`config.mk`:
```
export PLATFORM = sky130hd
export DESIGN_NAME = smb_idx_regs
export DESIGN_NICKNAME = d
export VERILOG_FILES = /design/src/rtl/smb_pkg.sv /design/src/rtl/smb_sync.sv /design/src/rtl/smb_regbank.sv /design/src/rtl/smb_link.sv /design/src/rtl/smb_idx_regs.sv
export SDC_FILE = /design/constraint.sdc
export NUM_CORES = 1
export LEC_CHECK = 0
export BUFFER_PORTS_ARGS = -buffer_cell sky130_fd_sc_hd__buf_2
export CORE_ASPECT_RATIO = 0.7
export CORE_UTILIZATION = 45
export CTS_BUF_LIST = sky130_fd_sc_hd__clkbuf_16
export DETAILED_ROUTE_END_ITERATION = 16
export PLACE_DENSITY = 0.74
export SLEW_MARGIN = 20
export SYNTH_ARGS = -nofsm -noshare
export SYNTH_HDL_FRONTEND = slang
export SYNTH_SLANG_ARGS = --single-unit
```
`constraint.sdc`:
```
create_clock -name clk -period 3 [get_ports clk]
set_input_delay 0.3 -clock clk [delete_from_list [all_inputs] [get_ports clk]]
set_output_delay 0.3 -clock clk [all_outputs]
set_load 0.05 [all_outputs]
```
`src/rtl/smb_pkg.sv`:
```
package smb_pkg;

    typedef enum logic [3:0] {
        ST_IDLE,
        ST_ADDR,
        ST_ADDR_ACK,
        ST_IDX,
        ST_IDX_ACK,
        ST_CNT,
        ST_CNT_ACK,
        ST_WR,
        ST_WR_ACK,
        ST_TX,
        ST_TX_ACK,
        ST_SKIP
    } link_st_e;

    // Bits a host write may change, per register slot
    function automatic logic [7:0] wmask(input int idx);
        case (idx)
            1:       wmask = 8'h8F;
            2:       wmask = 8'hF8;
            3, 4, 5: wmask = 8'hFF;
            6:       wmask = 8'hB7;
            default: wmask = 8'h00;
        endcase
    endfunction

    // Power-on contents per register slot
    function automatic logic [7:0] rstval(input int idx);
        case (idx)
            1:       rstval = 8'h0F;
            3:       rstval = 8'hFF;
            4:       rstval = 8'hC7;
            5:       rstval = 8'hDF;
            6:       rstval = 8'h03;
            default: rstval = 8'h00;
        endcase
    endfunction

endpackage

```
`src/rtl/smb_sync.sv`:
```
module smb_sync #(
    parameter int STAGES = 2
) (
    input  logic clk,
    input  logic rst_n,
    input  logic scl_i,
    input  logic sda_i,
    output logic scl_s,
    output logic sda_s,
    output logic scl_rise,
    output logic scl_fall,
    output logic start_p,
    output logic stop_p
);

    typedef struct packed {
        logic [STAGES-1:0] scl;
        logic [STAGES-1:0] sda;
        logic              scl_p;
        logic              sda_p;
    } sync_t;

    sync_t s_d, s_q;

    always_comb begin
        s_d       = s_q;
        s_d.scl   = {s_q.scl[STAGES-2:0], scl_i};
        s_d.sda   = {s_q.sda[STAGES-2:0], sda_i};
        s_d.scl_p = s_q.scl[STAGES-1];
        s_d.sda_p = s_q.sda[STAGES-1];
    end

    always_ff @(posedge clk or negedge rst_n) begin
        if (!rst_n) begin
            s_q <= '1;
        end else begin
            s_q <= s_d;
        end
    end

    assign scl_s    = s_q.scl[STAGES-1];
    assign sda_s    = s_q.sda[STAGES-1];
    assign scl_rise = scl_s & ~s_q.scl_p;
    assign scl_fall = ~scl_s & s_q.scl_p;
    // data edges while the clock line stays high mark bus framing
    assign start_p  = scl_s & s_q.scl_p & s_q.sda_p & ~sda_s;
    assign stop_p   = scl_s & s_q.scl_p & ~s_q.sda_p & sda_s;

endmodule

```
`src/rtl/smb_regbank.sv`:
```
module smb_regbank
    import smb_pkg::*;
#(
    parameter int         NREG   = 8,
    parameter logic [3:0] REV_ID = 4'h2,
    parameter logic [3:0] VEN_ID = 4'h1,
    localparam int        AW     = $clog2(NREG)
) (
    input  logic              clk,
    input  logic              rst_n,
    input  logic              wr_en,
    input  logic [AW-1:0]     wr_addr,
    input  logic [7:0]        wr_data,
    input  logic [AW-1:0]     rd_addr,
    output logic [7:0]        rd_data,
    input  logic [1:0]        fsel_i,
    output logic [NREG*8-1:0] cfg_o
);

    logic [7:0] view [NREG];

    for (genvar g = 0; g < NREG; g++) begin : g_slot
        if (g == 0) begin : g_fsel
            assign view[g] = {6'b0, fsel_i};
        end else if (g == NREG - 1) begin : g_ident
            assign view[g] = {REV_ID, VEN_ID};
        end else begin : g_rw
            logic [7:0] r_d, r_q;

            always_comb begin
                r_d = r_q;
                if (wr_en && wr_addr == AW'(g)) begin
                    r_d = wr_data & wmask(g);
                end
            end

            always_ff @(posedge clk or negedge rst_n) begin
                if (!rst_n) begin
                    r_q <= rstval(g) & wmask(g);
                end else begin
                    r_q <= r_d;
                end
            end

            assign view[g] = r_q;
        end
        assign cfg_o[g*8 +: 8] = view[g];
    end

    assign rd_data = view[rd_addr];

endmodule

```
`src/rtl/smb_link.sv`:
```
module smb_link
    import smb_pkg::*;
#(
    parameter int         NREG     = 8,
    parameter logic [6:0] DEV_ADDR = 7'h69,
    localparam int        AW       = $clog2(NREG)
) (
    input  logic          clk,
    input  logic          rst_n,
    input  logic          scl_rise,
    input  logic          scl_fall,
    input  logic          start_p,
    input  logic          stop_p,
    input  logic          sda_s,
    input  logic [7:0]    rd_data,
    output logic [AW-1:0] rd_addr,
    output logic          wr_en,
    output logic [AW-1:0] wr_addr,
    output logic [7:0]    wr_data,
    output logic          sda_drive_o
);

    typedef struct packed {
        link_st_e      st;
        logic [7:0]    sh;
        logic [3:0]    bits;
        logic [AW-1:0] ptr;
        logic [7:0]    remain;
        logic [7:0]    count;
        logic          rnw;
        logic          mack;
        logic          drive;
    } link_t;

    link_t l_d, l_q;
    logic  rx_st;
    logic  byte_end;

    assign rx_st    = (l_q.st == ST_ADDR) || (l_q.st == ST_IDX) ||
                      (l_q.st == ST_CNT)  || (l_q.st == ST_WR);
    assign byte_end = rx_st && scl_fall && (l_q.bits == 4'd8);

    always_comb begin
        l_d   = l_q;
        wr_en = 1'b0;
        if (stop_p) begin
            l_d.st    = ST_IDLE;
            l_d.drive = 1'b0;
        end else if (start_p) begin
            l_d.st    = ST_ADDR;
            l_d.bits  = 4'd0;
            l_d.drive = 1'b0;
        end else if (rx_st && scl_rise && l_q.bits < 4'd8) begin
            l_d.sh   = {l_q.sh[6:0], sda_s};
            l_d.bits = l_q.bits + 4'd1;
        end else if (byte_end) begin
            l_d.bits = 4'd0;
            case (l_q.st)
                ST_ADDR: begin
                    if (l_q.sh[7:1] == DEV_ADDR) begin
                        l_d.rnw   = l_q.sh[0];
                        l_d.drive = 1'b1;
                        l_d.st    = ST_ADDR_ACK;
                    end else begin
                        l_d.st = ST_SKIP;
                    end
                end
                ST_IDX: begin
                    l_d.ptr   = l_q.sh[AW-1:0];
                    l_d.drive = 1'b1;
                    l_d.st    = ST_IDX_ACK;
                end
                ST_CNT: begin
                    l_d.count  = l_q.sh;
                    l_d.remain = l_q.sh;
                    l_d.drive  = 1'b1;
                    l_d.st     = ST_CNT_ACK;
                end
                default: begin
                    if (l_q.remain != 8'd0) begin
                        wr_en      = 1'b1;
                        l_d.ptr    = l_q.ptr + AW'(1);
                        l_d.remain = l_q.remain - 8'd1;
                        l_d.drive  = 1'b1;
                        l_d.st     = ST_WR_ACK;
                    end else begin
                        l_d.st = ST_SKIP;
                    end
                end
            endcase
        end else begin
            case (l_q.st)
                ST_ADDR_ACK: begin
                    if (scl_fall) begin
                        if (l_q.rnw) begin
                            l_d.sh    = l_q.count;
                            l_d.drive = ~l_q.count[7];
                            l_d.st    = ST_TX;
                        end else begin
                            l_d.drive = 1'b0;
                            l_d.st    = ST_IDX;
                        end
                    end
                end
                ST_IDX_ACK: begin
                    if (scl_fall) begin
                        l_d.drive = 1'b0;
                        l_d.st    = ST_CNT;
                    end
                end
                ST_CNT_ACK, ST_WR_ACK: begin
                    if (scl_fall) begin
                        l_d.drive = 1'b0;
                        l_d.st    = ST_WR;
                    end
                end
                ST_TX: begin
                    if (scl_fall) begin
                        if (l_q.bits == 4'd7) begin
                            l_d.bits  = 4'd0;
                            l_d.drive = 1'b0;
                            l_d.st    = ST_TX_ACK;
                        end else begin
                            l_d.bits  = l_q.bits + 4'd1;
                            l_d.sh    = {l_q.sh[6:0], 1'b0};
                            l_d.drive = ~l_q.sh[6];
                        end
                    end
                end
                ST_TX_ACK: begin
                    if (scl_rise) begin
                        l_d.mack = ~sda_s;
                    end
                    if (scl_fall) begin
                        if (l_q.mack) begin
                            l_d.sh    = rd_data;
                            l_d.drive = ~rd_data[7];
                            l_d.ptr   = l_q.ptr + AW'(1);
                            l_d.st    = ST_TX;
                        end else begin
                            l_d.st = ST_SKIP;
                        end
                    end
                end
                default: ;
            endcase
        end
    end

    always_ff @(posedge clk or negedge rst_n) begin
        if (!rst_n) begin
            l_q       <= '0;
            l_q.st    <= ST_IDLE;
            l_q.count <= 8'(NREG);
        end else begin
            l_q <= l_d;
        end
    end

    assign rd_addr     = l_q.ptr;
    assign wr_addr     = l_q.ptr;
    assign wr_data     = l_q.sh;
    assign sda_drive_o = l_q.drive;

endmodule

```
`src/rtl/smb_idx_regs.sv`:
```
module smb_idx_regs
    import smb_pkg::*;
#(
    parameter int         NREG        = 8,
    parameter logic [6:0] DEV_ADDR    = 7'h69,
    parameter logic [3:0] REV_ID      = 4'h2,
    parameter logic [3:0] VEN_ID      = 4'h1,
    parameter int         SYNC_STAGES = 2,
    localparam int        AW          = $clog2(NREG)
) (
    input  logic              clk,
    input  logic              rst_n,
    input  logic              scl_i,
    input  logic              sda_i,
    output logic              sda_drive_o,
    input  logic [1:0]        fsel_i,
    output logic [NREG*8-1:0] cfg_o
);

    logic          scl_s, sda_s, scl_rise, scl_fall, start_p, stop_p;
    logic [7:0]    rd_data, wr_data;
    logic [AW-1:0] rd_addr, wr_addr;
    logic          wr_en;

    smb_sync #(.STAGES(SYNC_STAGES)) u_sync (
        .clk      (clk),
        .rst_n    (rst_n),
        .scl_i    (scl_i),
        .sda_i    (sda_i),
        .scl_s    (scl_s),
        .sda_s    (sda_s),
        .scl_rise (scl_rise),
        .scl_fall (scl_fall),
        .start_p  (start_p),
        .stop_p   (stop_p)
    );

    smb_link #(.NREG(NREG), .DEV_ADDR(DEV_ADDR)) u_link (
        .clk         (clk),
        .rst_n       (rst_n),
        .scl_rise    (scl_rise),
        .scl_fall    (scl_fall),
        .start_p     (start_p),
        .stop_p      (stop_p),
        .sda_s       (sda_s),
        .rd_data     (rd_data),
        .rd_addr     (rd_addr),
        .wr_en       (wr_en),
        .wr_addr     (wr_addr),
        .wr_data     (wr_data),
        .sda_drive_o (sda_drive_o)
    );

    smb_regbank #(.NREG(NREG), .REV_ID(REV_ID), .VEN_ID(VEN_ID)) u_bank (
        .clk     (clk),
        .rst_n   (rst_n),
        .wr_en   (wr_en),
        .wr_addr (wr_addr),
        .wr_data (wr_data),
        .rd_addr (rd_addr),
        .rd_data (rd_data),
        .fsel_i  (fsel_i),
        .cfg_o   (cfg_o)
    );

endmodule

```
==> After elaboration in Yosys (flattened, before gate mapping) <==
Index checks and enable logic that the tools add are counted.
{ "classes": {"order_cmp": 2, "add_sub_neg": 3, "n_mux": 56, "div_mod_pow": 0, "n_shift": 0, "n_eq_ne": 39, "n_reduce_logical": 38, "n_bitwise": 20, "n_mul": 0} }
{ "ops": {"columns": ["operator", "count"], "rows": [
  ["4-bit two-way mux", 12],
  ["8-bit two-way mux", 6],
  ["12-bit two-way mux", 3],
  ["5-bit by 3-bit != test with 1-bit output (second input constant)", 7],
  ["8-bit binary-select mux with 3-bit select", 1],
  ["8-bit one-hot mux with 3 select lines", 1],
  ["4-bit by 3-bit equality test with 1-bit output (second input constant)", 5],
  ["4-bit one-hot mux with 5 select lines", 1],
  ["1-bit two-way mux", 19],
  ["6-bit AND reduction", 3],
  ["4-bit equality test (second input constant)", 4],
  ["16-bit two-way mux", 1],
  ["8-bit one-hot mux with 2 select lines", 1],
  ["8-bit AND reduction", 2],
  ["8-bit nonzero test", 2],
  ["3-bit by 1-bit != test with 1-bit output (second input constant)", 5],
  ["1-bit NOT", 12],
  ["4-bit one-hot mux with 3 select lines", 1],
  ["4-bit nonzero test", 3],
  ["11-bit two-way mux", 1],
  ["1-bit logical AND", 10],
  ["10-bit AND reduction", 1],
  ["3-bit equality test (second input constant)", 3],
  ["3-bit two-way mux", 3],
  ["other kinds (31)", 51]
]} }
{ "word_totals": {"rom_bits": 0, "elab_cells": 177, "ff_bits": 84, "out_inout_bits": 65, "ramBits": 0, "inputBits": 6, "mem_count": 0, "latchBits": 0} }

==> Longest topological paths before layout <==
{ "logic_depth": {"ltp_word": 12, "depth_mapped": 9, "depth_no_buf": 7} }

==> Hierarchy <==
A second synthesis with hierarchy kept.
{ "hier_totals": {"cells_unflattened": 448, "hier_area_um2": 4907.2} }
{ "by_module_without_submodules": {"columns": ["module", "instances", "area_each_um2", "cells_per_inst", "seq_area_each_um2"], "rows": [
  ["smb_link", 1, 2556.2, 272, 952.2],
  ["smb_regbank", 1, 2160.8, 166, 1033.5],
  ["smb_sync", 1, 190.2, 10, 157.7]
]} }

==> Least setup slack after synthesis <==
OpenSTA, ideal clock, no wires.
{ "synth_timing": {"kind": "flip-flop to flip-flop", "start": "register u_link.l_q[37] in the netlist's numbering", "end": "register u_bank.g_slot[5].g_rw.r_q[5]", "stages_incl_launch_ff": 8, "n_path_buf": 2, "synth_period_minus_slack_ns": 2.231, "slack_ns": 0.769, "required_ns": 2.875, "t_arrival_ns": 2.106, "setup_time_ns": 0.125, "cell_sequence": "dfrtp_1 -> buf_2 -> nand2b_4 -> buf_6 -> nor4_4 -> o221ai_2 -> nor3_4 -> mux2_2"} }
{ "synth_via": {"elab_chain_cells": 11, "word_cells_on_any_way": 18, "cone_classes": "4 x eq/ne; 5 x mux; 9 x reduce/logical"} }
{ "synth_lines": {"columns": ["item", "line", "text"], "rows": [
  ["start: declaration", "smb_link.sv:35", "link_t l_d, l_q;"],
  ["start signal: assignment", "smb_link.sv:156", "l_q <= l_d;"],
  ["4-bit by 1-bit equality test with 1-bit output or 4-bit by 2-bit equality test with 1-bit output (tied branches)", "smb_link.sv:39, smb_link.sv:58", null],
  ["1-bit logical OR (2 in series)", "smb_link.sv:39", "assign rx_st = (l_q.st == ST_ADDR) || (l_q.st == ST_IDX) ||"],
  ["1-bit logical OR", "smb_link.sv:40", "(l_q.st == ST_CNT) || (l_q.st == ST_WR);"],
  ["1-bit logical AND (2 in series)", "smb_link.sv:41", "assign byte_end = rx_st && scl_fall && (l_q.bits == 4'd8);"],
  ["1-bit two-way mux", "smb_link.sv:56", "end else if (byte_end) begin"],
  ["1-bit two-way mux *", "smb_link.sv:53", "end else if (rx_st && scl_rise && l_q.bits < 4'd8) begin"],
  ["1-bit two-way mux *", "smb_link.sv:49", "end else if (start_p) begin"],
  ["1-bit two-way mux *", "smb_link.sv:46", "if (stop_p) begin"],
  ["1-bit logical AND *", "smb_regbank.sv:32", "if (wr_en && wr_addr == AW'(g)) begin"],
  ["end signal: assignment", "smb_regbank.sv:39", "r_q <= rstval(g) & wmask(g);"],
  ["end signal: assignment", "smb_regbank.sv:41", "r_q <= r_d;"],
  ["end: declaration", "smb_regbank.sv:28", "logic [7:0] r_d, r_q;"]
]} }
Every way passes the cells marked *; elsewhere a longest branch is shown, timed or not.
A chain may end at the register's enable or synchronous reset.

==> Worst setup path in the final report <==
{ "layout_timing": {"start": "register u_link.l_q[34] in the netlist's numbering", "end": "register u_bank.g_slot[6].g_rw.r_q[4]"} }
{ "layout_via": {"elab_chain_cells": 11, "word_cells_on_any_way": 18, "cone_classes": "4 x eq/ne; 5 x mux; 9 x reduce/logical"} }
{ "layout_lines": {"columns": ["item", "line"], "rows": [
  ["4-bit by 1-bit equality test with 1-bit output or 4-bit by 2-bit equality test with 1-bit output (tied branches)", "smb_link.sv:39, smb_link.sv:58"],
  ["1-bit logical OR (2 in series)", "smb_link.sv:39"],
  ["1-bit logical OR", "smb_link.sv:40"],
  ["1-bit logical AND (2 in series)", "smb_link.sv:41"],
  ["1-bit two-way mux", "smb_link.sv:56"],
  ["1-bit two-way mux *", "smb_link.sv:53"],
  ["1-bit two-way mux *", "smb_link.sv:49"],
  ["1-bit two-way mux *", "smb_link.sv:46"],
  ["1-bit logical AND *", "smb_regbank.sv:32"],
  ["end signal: assignment", "smb_regbank.sv:39"],
  ["end signal: assignment", "smb_regbank.sv:41"],
  ["end: declaration", "smb_regbank.sv:28"]
]} }
Marked as above.

==> summary.txt <==
CTS buffer count: 9
First-pass GRT wire length: 19200 µm
Initial DRC Count: 471
Worst path slowest cell: dfrtp_1
CP cell instances: nand2b_4 > nor4_4 > o221a_2 > nand4_2 > mux2_2
Finished Cell Area: 5410 µm²
Hold Violations, Final: 0
Post-route setup TNS: 0 ps
Top cells by count, synth: 61 x mux2_2, 51 x dfrtp_1, 33 x dfstp_2
Die H: 89.1 µm
Routed WL: 12000 µm
Mapped Cells: 445
Post_cts resized: 0
Die area: 11300 µm²
# IOs: 71
Longest Clk Path Bufs: 2
Biggest area consumer among synthesized cells: dfrtp_1
FF+latch count, synth: 84
RSZ-0062 raised after global routing: false
CTS Sinks: 84
Hold Crit Class: in2async
Gr usage total: 22.6%
Power per cell area: 530 nW/µm²
Routability Congestion: 0.933
CTS tree: yes
Placed Area: 5140 µm²
Unique masters post-synth: 68
Cells after DPL: 605
Setup crit start kind: flip-flop
CTS hold repair buffers: 0
Synth top area cells: dfrtp_1 26%, dfstp_2 18%, mux2_2 14%
Setup violators final: 0
Most common cell in the netlist: mux2_2
H-Tree Depth: 3
Period utilisation layout: 89.8%
Pin count of the biggest net entering global routing: 85
Slew margin rel.: 37.3%
Sequential area share after synthesis: 44.0%
Min Tclk post-route: 2700 ps
Cells on worst reg2reg path: 5
Crit. End Element: flip-flop
Max Slew Vio Count: 0
Top-area cell type share of the netlist area: 26.2%
FF-to-FF Start: u_link.l_q[34]
Worst-Margin Slew: 941 ps
R2R setup slack: 300 ps
Skew final: 7.83 ps
Final core utilization: 51.9%
CP required: 3230 ps
Fill cells: 903
Die X: 126 µm
Crit path max fanout: 18
Reg-to-Reg End: u_bank.g_slot[6].g_rw.r_q[4]
Critical path class: reg2reg
Vias in the first global route: 3519
Antenna violations before repair: 0
Clk slew on worst S/H paths: 60 ps
Synthesized area: 4870 µm²
Max Cap Viol: 0
Worst slack at placement: 396 ps
Post-DP HPWL: 8460 µm
PnR worst setup slack: 305 ps
Avg WL per Cell: 19.3 µm
Critical Path AT: 2920 ps
Router iterations before antenna repair: 5
Fin nets: 499
Register area: 2140 µm²
Port bufs: 48
Post-CTS Setup Inserts: 0
Initial Util: 46.7%
EDFF count, synth: 0
Rows: 31
Critical path's largest stage delay: 710 ps
Avg Cell Area, Syn: 10.9 µm²
Core area: 10400 µm²
Final ANT Viol Nets: 0
P&R area growth vs syn: 11.1%
Synth Warn #: 0
Clk_lat worst skew: 340 ps
Root Driver: clkbuf_16
Status: finished clean
Pleak: 0.00243 µW
Final cell count without fillers: 621
Vias: 3690
Async set-or-reset flop fraction in the synthesized netlist: 100%
Primary FF master, synth: dfrtp_1
F_max: 371 MHz
DRC: 0
Vias per std cell: 5.94
# diodes: 0
VDD IR max: 0.282 mV
Area of the multi-input gates: 2460 µm²
Share of cells above drive strength 1: 38.0%
Gr ovfl total: 0
[layout make-up]
| type | count | share of cell area [%] |
|---|---|---|
| Tap cell | 132 | 3.05 |
| Clock inverter | 7 | 0.809 |
| Clock buffer | 9 | 4.16 |
| Sequential cell | 84 | 39.6 |
| Inverter | 11 | 0.763 |
| Timing Repair Buffer | 60 | 6.22 |
| Multi-Input combinational cell | 318 | 45.4 |
[how the worst max path moves through the flow]
stage                    from                           end  slack (ps)
4_1_cts        u_link.l_q[34]             u_link.wr_data[5]         350
6_report       u_link.l_q[34]  u_bank.g_slot[6].g_rw.r_q[4]         300
3_5_place_dp   u_link.l_q[34]             u_link.wr_data[5]         400
3_3_place_gp   u_link.l_q[34]             u_link.wr_data[5]         430
2_1_floorplan  u_link.l_q[37]  u_bank.g_slot[5].g_rw.r_q[5]         770
5_1_grt        u_link.l_q[34]  u_bank.g_slot[6].g_rw.r_q[4]         130
[placed cells by master, fill, tap and decap left out, drive strengths merged, types with 4 or more instances in the layout]
cell type  count
mux2i         17
inv           14
o21ai         20
nand4          6
a22oi          4
ha             9
nand2         22
a21oi         16
conb          22
a221o          6
nor2          25
nand2b        14
nor3           9
o22ai          5
mux2          61
clkbuf         9
nand3          4
buf           60
dfrtp         51
dfstp         33
o211ai         5
a211oi         6
o2bb2ai        4
or2            4
[power breakdown]
group          internal [µW]  switching (µW)  total, µW
clock network            556             459       1010
registers               1190             107       1300
logic                    194             363        557
[registers in the layout, indices dropped and copies added (netlist names)]
signal	count
u_sync.s_d	2
u_sync.sda_s	1
u_link.l_q	26
u_sync.scl_s	1
u_link.rd_addr	3
u_bank.g_slot.g_rw.r_q	40
u_link.sda_drive_o	1
u_sync.s_q	2
u_link.wr_data	8
[routing by layer]
metal / routed length [µm] / track usage, % / up-vias
li1: - / - / 1675
met1: 5730 / 33.1 / 1858
met2: 5280 / 33.0 / 145
met3: 840 / 5.57 / 12
met4: 157 / 7.01 / 0
met5: 0 / 0 / -
[worst max-delay path: cells and delay by family (launching register included)]
| kind | cells | cell delay, ps |
|---|---|---|
| AO/OA/AOI/OAI | 1 | 510 |
| flip-flops | 1 | 710 |
| AND/OR/NAND/NOR | 3 | 960 |
| multiplexers | 1 | 400 |
[through the flow]
step           total power (µW)  hold WS, ps
2_1_floorplan              1740         4.41
3_3_place_gp               1850          346
3_5_place_dp               1860          347
4_1_cts                    2880         42.8
5_1_grt                    3000         33.2
6_report                   2870         21.0
[cell families (layout without fill, tap and decap cells)]
group                    after synthesis  after routing  share of synthesized area, %
AO/OA/AOI/OAI                         95             95                          14.0
XOR/XNOR                               3              3                         0.539
adder cells (fa/ha/maj)                9              9                          2.31
buffers and inverters                 63             87                          7.09
flip-flops                            84             84                          44.0
multiplexers                          80             80                          18.5
other                                  2             22                         0.154
AND/OR/NAND/NOR                      109            109                          13.4
(Power assumes the default switching activity.)
